**src/rtl/rpc_pkg.sv**
```systemverilog
package rpc_pkg;

  typedef enum logic [1:0] {
    ST_IDLE = 2'd0,
    ST_ARM  = 2'd1,
    ST_RUN  = 2'd2
  } rpc_state_e;

  // A zero ratio or limit is applied as one.
  function automatic logic [63:0] floor_one(input logic [63:0] v);
    return (v == 64'd0) ? 64'd1 : v;
  endfunction

endpackage

```
**src/rtl/rpc_edge_div.sv**
```systemverilog
module rpc_edge_div #(
  parameter int PSC_W = 16
) (
  input  logic             clk_i,
  input  logic             rst_ni,
  input  logic             clr_i,
  input  logic             en_i,
  input  logic             edge_i,
  input  logic [PSC_W-1:0] ratio_i,
  output logic             hit_o
);

  logic [PSC_W-1:0] seen_q;

  assign hit_o = en_i & edge_i & (seen_q == ratio_i - PSC_W'(1));

  always_ff @(posedge clk_i or negedge rst_ni) begin
    if (!rst_ni) begin
      seen_q <= '0;
    end else if (clr_i) begin
      seen_q <= '0;
    end else if (en_i && edge_i) begin
      seen_q <= hit_o ? '0 : seen_q + PSC_W'(1);
    end
  end

  AST_DIV_BOUND: assert property (@(posedge clk_i) disable iff (!rst_ni)
    en_i |-> (seen_q < ratio_i));

endmodule

```
**src/rtl/rpc_span_cnt.sv**
```systemverilog
module rpc_span_cnt #(
  parameter int CNT_W = 32
) (
  input  logic             clk_i,
  input  logic             rst_ni,
  input  logic             clr_i,
  input  logic             en_i,
  output logic [CNT_W-1:0] next_o,
  output logic             next_wrap_o
);

  localparam int EXT_W = CNT_W + 1;

  logic [CNT_W-1:0] cnt_q;
  logic             wrap_q;
  logic             carry;

  assign {carry, next_o} = {1'b0, cnt_q} + EXT_W'(1);
  assign next_wrap_o     = wrap_q | carry;

  always_ff @(posedge clk_i or negedge rst_ni) begin
    if (!rst_ni) begin
      cnt_q  <= '0;
      wrap_q <= 1'b0;
    end else if (clr_i) begin
      cnt_q  <= '0;
      wrap_q <= 1'b0;
    end else if (en_i) begin
      cnt_q  <= next_o;
      wrap_q <= next_wrap_o;
    end
  end

  AST_SPAN_ADVANCES: assert property (@(posedge clk_i) disable iff (!rst_ni)
    (en_i && !clr_i) |=> (cnt_q != $past(cnt_q)));

endmodule

```
**src/rtl/rpc_watchdog.sv**
```systemverilog
module rpc_watchdog #(
  parameter int TMO_W = 32
) (
  input  logic             clk_i,
  input  logic             rst_ni,
  input  logic             clr_i,
  input  logic             en_i,
  input  logic             pedge_i,
  input  logic [TMO_W-1:0] limit_i,
  output logic             expire_o
);

  logic [TMO_W-1:0] wait_q;

  assign expire_o = en_i & ~pedge_i & ((wait_q + TMO_W'(1)) == limit_i);

  always_ff @(posedge clk_i or negedge rst_ni) begin
    if (!rst_ni) begin
      wait_q <= '0;
    end else if (clr_i) begin
      wait_q <= '0;
    end else if (en_i) begin
      wait_q <= wait_q + TMO_W'(1);
    end
  end

  AST_WD_BELOW_LIMIT: assert property (@(posedge clk_i) disable iff (!rst_ni)
    en_i |-> (wait_q < limit_i));

endmodule

```
**src/rtl/recip_period_counter.sv**
```systemverilog
module recip_period_counter #(
  parameter int CNT_W = 32,
  parameter int PSC_W = 16,
  parameter int TMO_W = 32
) (
  input  logic             clk_i,
  input  logic             rst_ni,
  input  logic             start_i,
  input  logic             edge_i,
  input  logic [PSC_W-1:0] psc_ratio_i,
  input  logic [TMO_W-1:0] timeout_i,
  output logic [CNT_W-1:0] count_o,
  output logic [PSC_W-1:0] psc_o,
  output logic             done_o,
  output logic             ovf_o,
  output logic             tmo_o
);
  import rpc_pkg::*;

  rpc_state_e       st_q;
  logic [PSC_W-1:0] p_lat_q;
  logic [TMO_W-1:0] t_lat_q;

  // Named internal events
  logic             start_ev;
  logic             open_ev;
  logic             close_ev;
  logic             tmo_ev;
  logic             pedge_ev;
  logic             fin_ev;
  logic             div_hit;
  logic             in_run;
  logic             waiting;
  logic [CNT_W-1:0] span_next;
  logic             span_wrap;

  assign in_run   = (st_q == ST_RUN);
  assign waiting  = (st_q == ST_ARM) | in_run;
  assign start_ev = (st_q == ST_IDLE) & start_i;
  assign open_ev  = (st_q == ST_ARM) & edge_i;
  assign close_ev = in_run & div_hit;
  assign pedge_ev = open_ev | close_ev;
  assign fin_ev   = close_ev | tmo_ev;

  rpc_edge_div #(.PSC_W(PSC_W)) u_div (
    .clk_i   (clk_i),
    .rst_ni  (rst_ni),
    .clr_i   (open_ev),
    .en_i    (in_run),
    .edge_i  (edge_i),
    .ratio_i (p_lat_q),
    .hit_o   (div_hit)
  );

  rpc_span_cnt #(.CNT_W(CNT_W)) u_span (
    .clk_i       (clk_i),
    .rst_ni      (rst_ni),
    .clr_i       (open_ev),
    .en_i        (in_run),
    .next_o      (span_next),
    .next_wrap_o (span_wrap)
  );

  rpc_watchdog #(.TMO_W(TMO_W)) u_wd (
    .clk_i    (clk_i),
    .rst_ni   (rst_ni),
    .clr_i    (start_ev | open_ev),
    .en_i     (waiting),
    .pedge_i  (pedge_ev),
    .limit_i  (t_lat_q),
    .expire_o (tmo_ev)
  );

  always_ff @(posedge clk_i or negedge rst_ni) begin
    if (!rst_ni) begin
      st_q    <= ST_IDLE;
      p_lat_q <= '0;
      t_lat_q <= '0;
      count_o <= '0;
      psc_o   <= '0;
      done_o  <= 1'b0;
      ovf_o   <= 1'b0;
      tmo_o   <= 1'b0;
    end else begin
      done_o <= 1'b0;
      if (start_ev) begin
        p_lat_q <= PSC_W'(floor_one(64'(psc_ratio_i)));
        t_lat_q <= TMO_W'(floor_one(64'(timeout_i)));
        st_q    <= ST_ARM;
      end else if (open_ev) begin
        st_q <= ST_RUN;
      end else if (fin_ev) begin
        count_o <= close_ev ? span_next : '0;
        ovf_o   <= close_ev & span_wrap;
        tmo_o   <= ~close_ev;
        psc_o   <= p_lat_q;
        done_o  <= 1'b1;
        st_q    <= ST_IDLE;
      end
    end
  end

  AST_DONE_PULSE: assert property (@(posedge clk_i) disable iff (!rst_ni)
    done_o |=> !done_o);
  AST_RESULT_HOLD: assert property (@(posedge clk_i) disable iff (!rst_ni)
    !fin_ev |=> ($stable(count_o) && $stable(psc_o) && $stable(ovf_o) && $stable(tmo_o)));
  AST_BUSY_START: assert property (@(posedge clk_i) disable iff (!rst_ni)
    (waiting && start_i) |=> ($stable(p_lat_q) && $stable(t_lat_q)));
  AST_TMO_CLEAN: assert property (@(posedge clk_i) disable iff (!rst_ni)
    (done_o && tmo_o) |-> (count_o == '0 && !ovf_o));
  AST_RATIO_NONZERO: assert property (@(posedge clk_i) disable iff (!rst_ni)
    done_o |-> (psc_o != '0));

endmodule

```
**config.mk**
```make
export PLATFORM = sky130hd
export DESIGN_NAME = recip_period_counter
export DESIGN_NICKNAME = d
export VERILOG_FILES = /design/src/rtl/rpc_pkg.sv /design/src/rtl/rpc_edge_div.sv /design/src/rtl/rpc_span_cnt.sv /design/src/rtl/rpc_watchdog.sv /design/src/rtl/recip_period_counter.sv
export SDC_FILE = /design/constraint.sdc
export NUM_CORES = 1
export LEC_CHECK = 0
export BUFFER_PORTS_ARGS = -buffer_cell sky130_fd_sc_hd__buf_2
export CORE_ASPECT_RATIO = 1.25
export CORE_MARGIN = 5
export CORE_UTILIZATION = 55
export DETAILED_ROUTE_END_ITERATION = 10
export PLACE_DENSITY = 0.75
export SLEW_MARGIN = 15
export SYNTH_ARGS = -nofsm -noshare
export SYNTH_HDL_FRONTEND = slang
export SYNTH_SLANG_ARGS = --single-unit
```
**constraint.sdc**
```tcl
create_clock -name clk_i -period 3.95 [get_ports clk_i]
set_clock_uncertainty 0.1 [all_clocks]
set_input_delay 0.1975 -clock clk_i [delete_from_list [all_inputs] [get_ports clk_i]]
set_output_delay 0.1975 -clock clk_i [all_outputs]
set_load 0.02 [all_outputs]
```
# == Word level (Yosys, flattened, before mapping) ==
# Index checks and enable logic that the tools add are counted.
# word_totals
out_inout_bits,51
register_bits,182
input_bits,52
word_cells,64
# classes
eq_ne,4
add_sub_neg,4
n_mux,18
n_reduce_logical,9
n_bitwise,17
# ops
op,n
32-bit 2-to-1 mux,6
16-bit 2-to-1 mux,4
32-bit by 1-bit adder with 33-bit output (second input constant),1
32-bit by 1-bit adder with 32-bit output (second input constant),1
32-bit == test,1
32-bit zero test,1
16-bit by 1-bit adder with 16-bit output (second input constant),1
16-bit == test,1
16-bit zero test,1
16-bit by 1-bit subtractor with 16-bit output (second input constant),1
1-bit bitwise AND,8
2-bit 2-to-1 mux,3
2-bit nonzero test,3
1-bit 2-to-1 mux,5
1-bit OR,5
1-bit NOT,4
3-bit AND reduction,1
3-bit nonzero test,1
2-bit by 1-bit == test with 1-bit output (second input constant),1
2-bit == test (second input constant),1
2-bit zero test,1
1-bit logical AND,1

# == Depth between registers and ports, before layout ==
# depth
ltp_word,12
ltp_mapped,13
mapped_depth_nobuf,10

# == By module ==
# A second synthesis with hierarchy kept.
# unflattened
hier_cells,999
hier_area_um2,10171.0
# modules_own_cells
mod,cells_per_inst,seq_area_each_um2,n_inst,area_each_um2
recip_period_counter,250,2527.4,1,3843.7
rpc_watchdog,303,800.8,1,2615.0
rpc_span_cnt,268,825.8,1,2272.2
rpc_edge_div,178,400.4,1,1440.1

# == Least setup slack after synthesis ==
# No wires, ideal clock.
# synth_timing
path_type,register to register
startpoint,register u_wd.wait_q[0]
endpoint,register psc_o[10]
period_less_slack_ns,3.213
n_path_buf,1
path_slack_ns,0.737
path_stages_with_launch,11
t_required_ns,3.725
setup_ns,0.125
t_arrival_ns,2.988
cell_sequence,dfrtp_1 > ha_1 > xnor2_1 > nand4_1 > or4_1 > a2111oi_2 > nand4_1 > nor4_4 > a22oi_4 > buf_6 > mux2_4
# synth_via
elab_chain_cells,5
# synth_rtl
item,line,rtl
from (decl),rpc_watchdog.sv:13,logic [TMO_W-1:0] wait_q;
from (signal assigned),rpc_watchdog.sv:23,wait_q <= wait_q + TMO_W'(1);
32-bit by 1-bit adder with 32-bit output,rpc_watchdog.sv:15,assign expire_o = en_i & ~pedge_i & ((wait_q + TMO_W'(1)) == limit_i);
32-bit == test,rpc_watchdog.sv:15,
1-bit bitwise AND,rpc_watchdog.sv:15,
1-bit OR,recip_period_counter.sv:43,assign fin_ev = close_ev | tmo_ev;
3-bit AND reduction (no line),-,
to (signal assigned),recip_period_counter.sv:96,psc_o <= p_lat_q;
to (decl),recip_period_counter.sv:13,"output logic [PSC_W-1:0] psc_o,"
# No other way between the ends.
# A chain may end at the register's enable or synchronous reset.

# == Worst setup path in the final report ==
# layout_timing
startpoint,register u_wd.wait_q[2]
endpoint,register psc_o[2]
# The elaborated chain is that of the path after synthesis.

==> impl_metrics.toml <==
[grt]
grt_first_pass_wirelength_mm = 44.7
grt_usage = 0.254
grt_overflow = 0
antenna_found_initial = 2
grt_max_degree = 91
grt_pass1_vias = 8708

[pwr]
p_sw_mw = 1.70
p_clk_frac = 0.312
internal_power_mw = 3.52
irDropWorstVdd_uv = 344
power.density_nw_per_um2 = 434
cellLeakagePower_nw = 5.91
p_comb_frac = 0.228
p_seq_frac = 0.459
switching_share = 0.326

[setup_path]
worst-path-stages = 8
crit_buf_inv = 0
cp-startpoint = "u_wd.wait_q[2]$_DFFE_PN0P_"
crit_type = "reg -> reg"
worstRegToRegCells = 8
slowest_delay_ns = 0.63
worstSetupStartpointType = "flip-flop"
r2r-start = "u_wd.wait_q[2]$_DFFE_PN0P_"
rrSetupSlack_ns = 0.29
worstPathArrival_ns = 3.89
crit_fanout = 16
cp_top_family = "simple AND/OR/NAND/NOR gates"
r2r_end = "psc_o[2]$_DFFE_PN0P_"
crit_required_ns = 4.18
cp-end-kind = "flip-flop"
cp_cell_sequence = "nand4_1, or3_1, or4_1, and4b_1, a211oi_2, nor3_2, a22oi_4, mux2_2"
cpMaxStageDelayCell = "a22oi_4"
cp-endpoint = "psc_o[2]$_DFFE_PN0P_"

[floorplan]
core_area_um2 = 18600
dieArea_um2 = 21600
die_h_um = 163
start_util = 0.553
rows = 56
die_w_um = 132
io_pins = 103

[job]
maxCapViolCount = 0

[cts]
cts_tree = "built"
postCtsSetupRepairBufs = 0
path_clk_slew_ns = 0.07
cts_made_buffers = 17
post_cts_resized = 0
ctsLongestPathBuffers = 2
clock-sinks = 182
hold_buffers = 49
h-tree-depth = 4
clock_latency_ns = 0.43
clockRootBuffer = "clkbuf_16"

[sta]
rsz0062_at_grt = "false"
setup_viol_count_final = 0
fmax_ghz = 0.273
tns_ns = 0
slew_viol_final = 0
setup_slack_ns = 0.288
slew_headroom = 0.460
tightest_slew_ns = 0.802
finalCriticalPeriod_ns = 3.66
min_period_over_period = 0.927
finalHoldViolCount = 0

[logic_synthesis]
ys_async_sr_fraction = 1.00
ys_seq_elements = 182
yosysUniqueCellTypes = 61
synth_top_area_frac = 0.442
syn_nets = 1144
syn_area_per_cell_um2 = 9.50
synth_common_cells = "dfrtp_1, nand2_1, nor2_1"
synthMostInstantiatedCell = "dfrtp_1"
syn-cell-area_um2 = 10300
yosys.area.top_type = "dfrtp_1"
synth_edf_count = 0
synth_area_leaders = "dfrtp_1, xor2_1, xnor2_1"
synthFlopType = "dfrtp_1"
synth_seq_area_share = 0.442
netlist_instances = 1085
ys_warn_count = 0

[route]
wire_per_inst_um = 18.4
ant_nets = 0
viasPerCell = 6.00
drc = 0
drt-pass1-iter-count = 6
totalWireLength_mm = 26.7
first_iter_violations = 784
vias = 8723

[placement]
post_dp_cell_area_um2 = 11000
port-buffer-count = 102
preCtsSetupSlack_ns = 0.352
gp_congestion = 0.909
hpwl_mm = 18.2

[layout]
final_area_um2 = 12000
utilization = 0.646
nFillCells = 1503
multi_input_area_um2 = 5400
drive_gt1_frac = 0.180
nets = 1267
syn_to_final_growth_pct = 16.7
final-seq-area_um2 = 4550

[min_path]
hold_path_class = "in -> reg"

[run_status]
status = "finished, final reports clean"
-- layout make-up --
cell class	count	area share
multi-input cells	816	0.448
inverters	20	0.00624
clock inverters	14	0.0105
repair buffers	171	0.0964
clock buffers	18	0.0357
flip-flops and latches	182	0.378
diodes	1	0.000208
well taps	232	0.0241
-- stage by stage --
step	total power, mW	cells	hold slack, ns
3_5_place_dp	3.56	1372	0.206
6_report	5.23	1454	0.112
2_1_floorplan	3.22	1085	-0.198
5_1_grt	5.49	1454	0.141
4_1_cts	5.25	1453	0.0992
3_3_place_gp	3.54	1372	0.203
-- logic make-up after synthesis --
logic type               after synthesis  synth area share
XOR/XNOR                             140             0.119
buffers and inverters                 87            0.0351
adder cells (fa/ha/maj)                7           0.00850
flip-flops                           182             0.442
multiplexers                          63            0.0717
AO/OA/AOI/OAI                        194             0.122
AND/OR/NAND/NOR                      412             0.202
-- tightest hold or removal path: stages --
cell,delay (ns)
buf_2,0.13
nand2_1,0.19
a21oi_1,0.09
-- placed cells by master (no fill, tap or decap), types with 38 or more instances in the layout --
| cell type | instances |
|---|---|
| dfrtp_1 | 182 |
| nand2_1 | 112 |
| buf_2 | 101 |
| nor2_1 | 94 |
| xor2_1 | 78 |
| xnor2_1 | 62 |
| o21ai_0 | 59 |
| dlygate4sd3_1 | 49 |
| mux2_2 | 47 |
| a31oi_1 | 38 |
-- flip-flops by register name (all words and copies together) (netlist names), 2 cells and up --
name          cells
count_o          32
u_wd.wait_q      32
u_div.seen_q     16
p_lat_q          16
u_span.cnt_q     32
psc_o            16
t_lat_q          32
st_q              2
-- power by group through the flow --
| stage | Clock (mW) | Combinational (mW) | Sequential (mW) |
|---|---|---|---|
| global placement | 0 | 1.12 | 2.41 |
| detailed placement | 0 | 1.14 | 2.42 |
| floorplan | 0 | 0.945 | 2.28 |
| global route | 1.73 | 1.33 | 2.43 |
| finish | 1.63 | 1.19 | 2.40 |
| CTS | 1.66 | 1.19 | 2.39 |
-- layer usage --
| metal | share of wire | global-route usage | vias to the layer above |
|---|---|---|---|
| li1 | - | - | 4091 |
| met1 | 0.41 | 0.319 | 4305 |
| met2 | 0.51 | 0.434 | 259 |
| met3 | 0.046 | 0.0459 | 66 |
| met4 | 0.032 | 0.106 | 2 |
| met5 | 0.00026 | 0 | - |
-- worst min path at each step --
stage	slack (ns)	startpoint	to	depth (start not counted)
2_1_floorplan	-0.20	rst_ni	count_o[0]$_DFFE_PN0P_	0
3_3_place_gp	0.20	rst_ni	t_lat_q[13]$_DFFE_PN0P_	1
3_5_place_dp	0.21	rst_ni	t_lat_q[13]$_DFFE_PN0P_	1
4_1_cts	0.1	edge_i	st_q[1]$_DFFE_PN0P_	3
5_1_grt	0.14	edge_i	st_q[1]$_DFFE_PN0P_	3
6_report	0.11	edge_i	st_q[1]$_DFFE_PN0P_	3
Note: power is estimated with default switching activity, not from simulation.
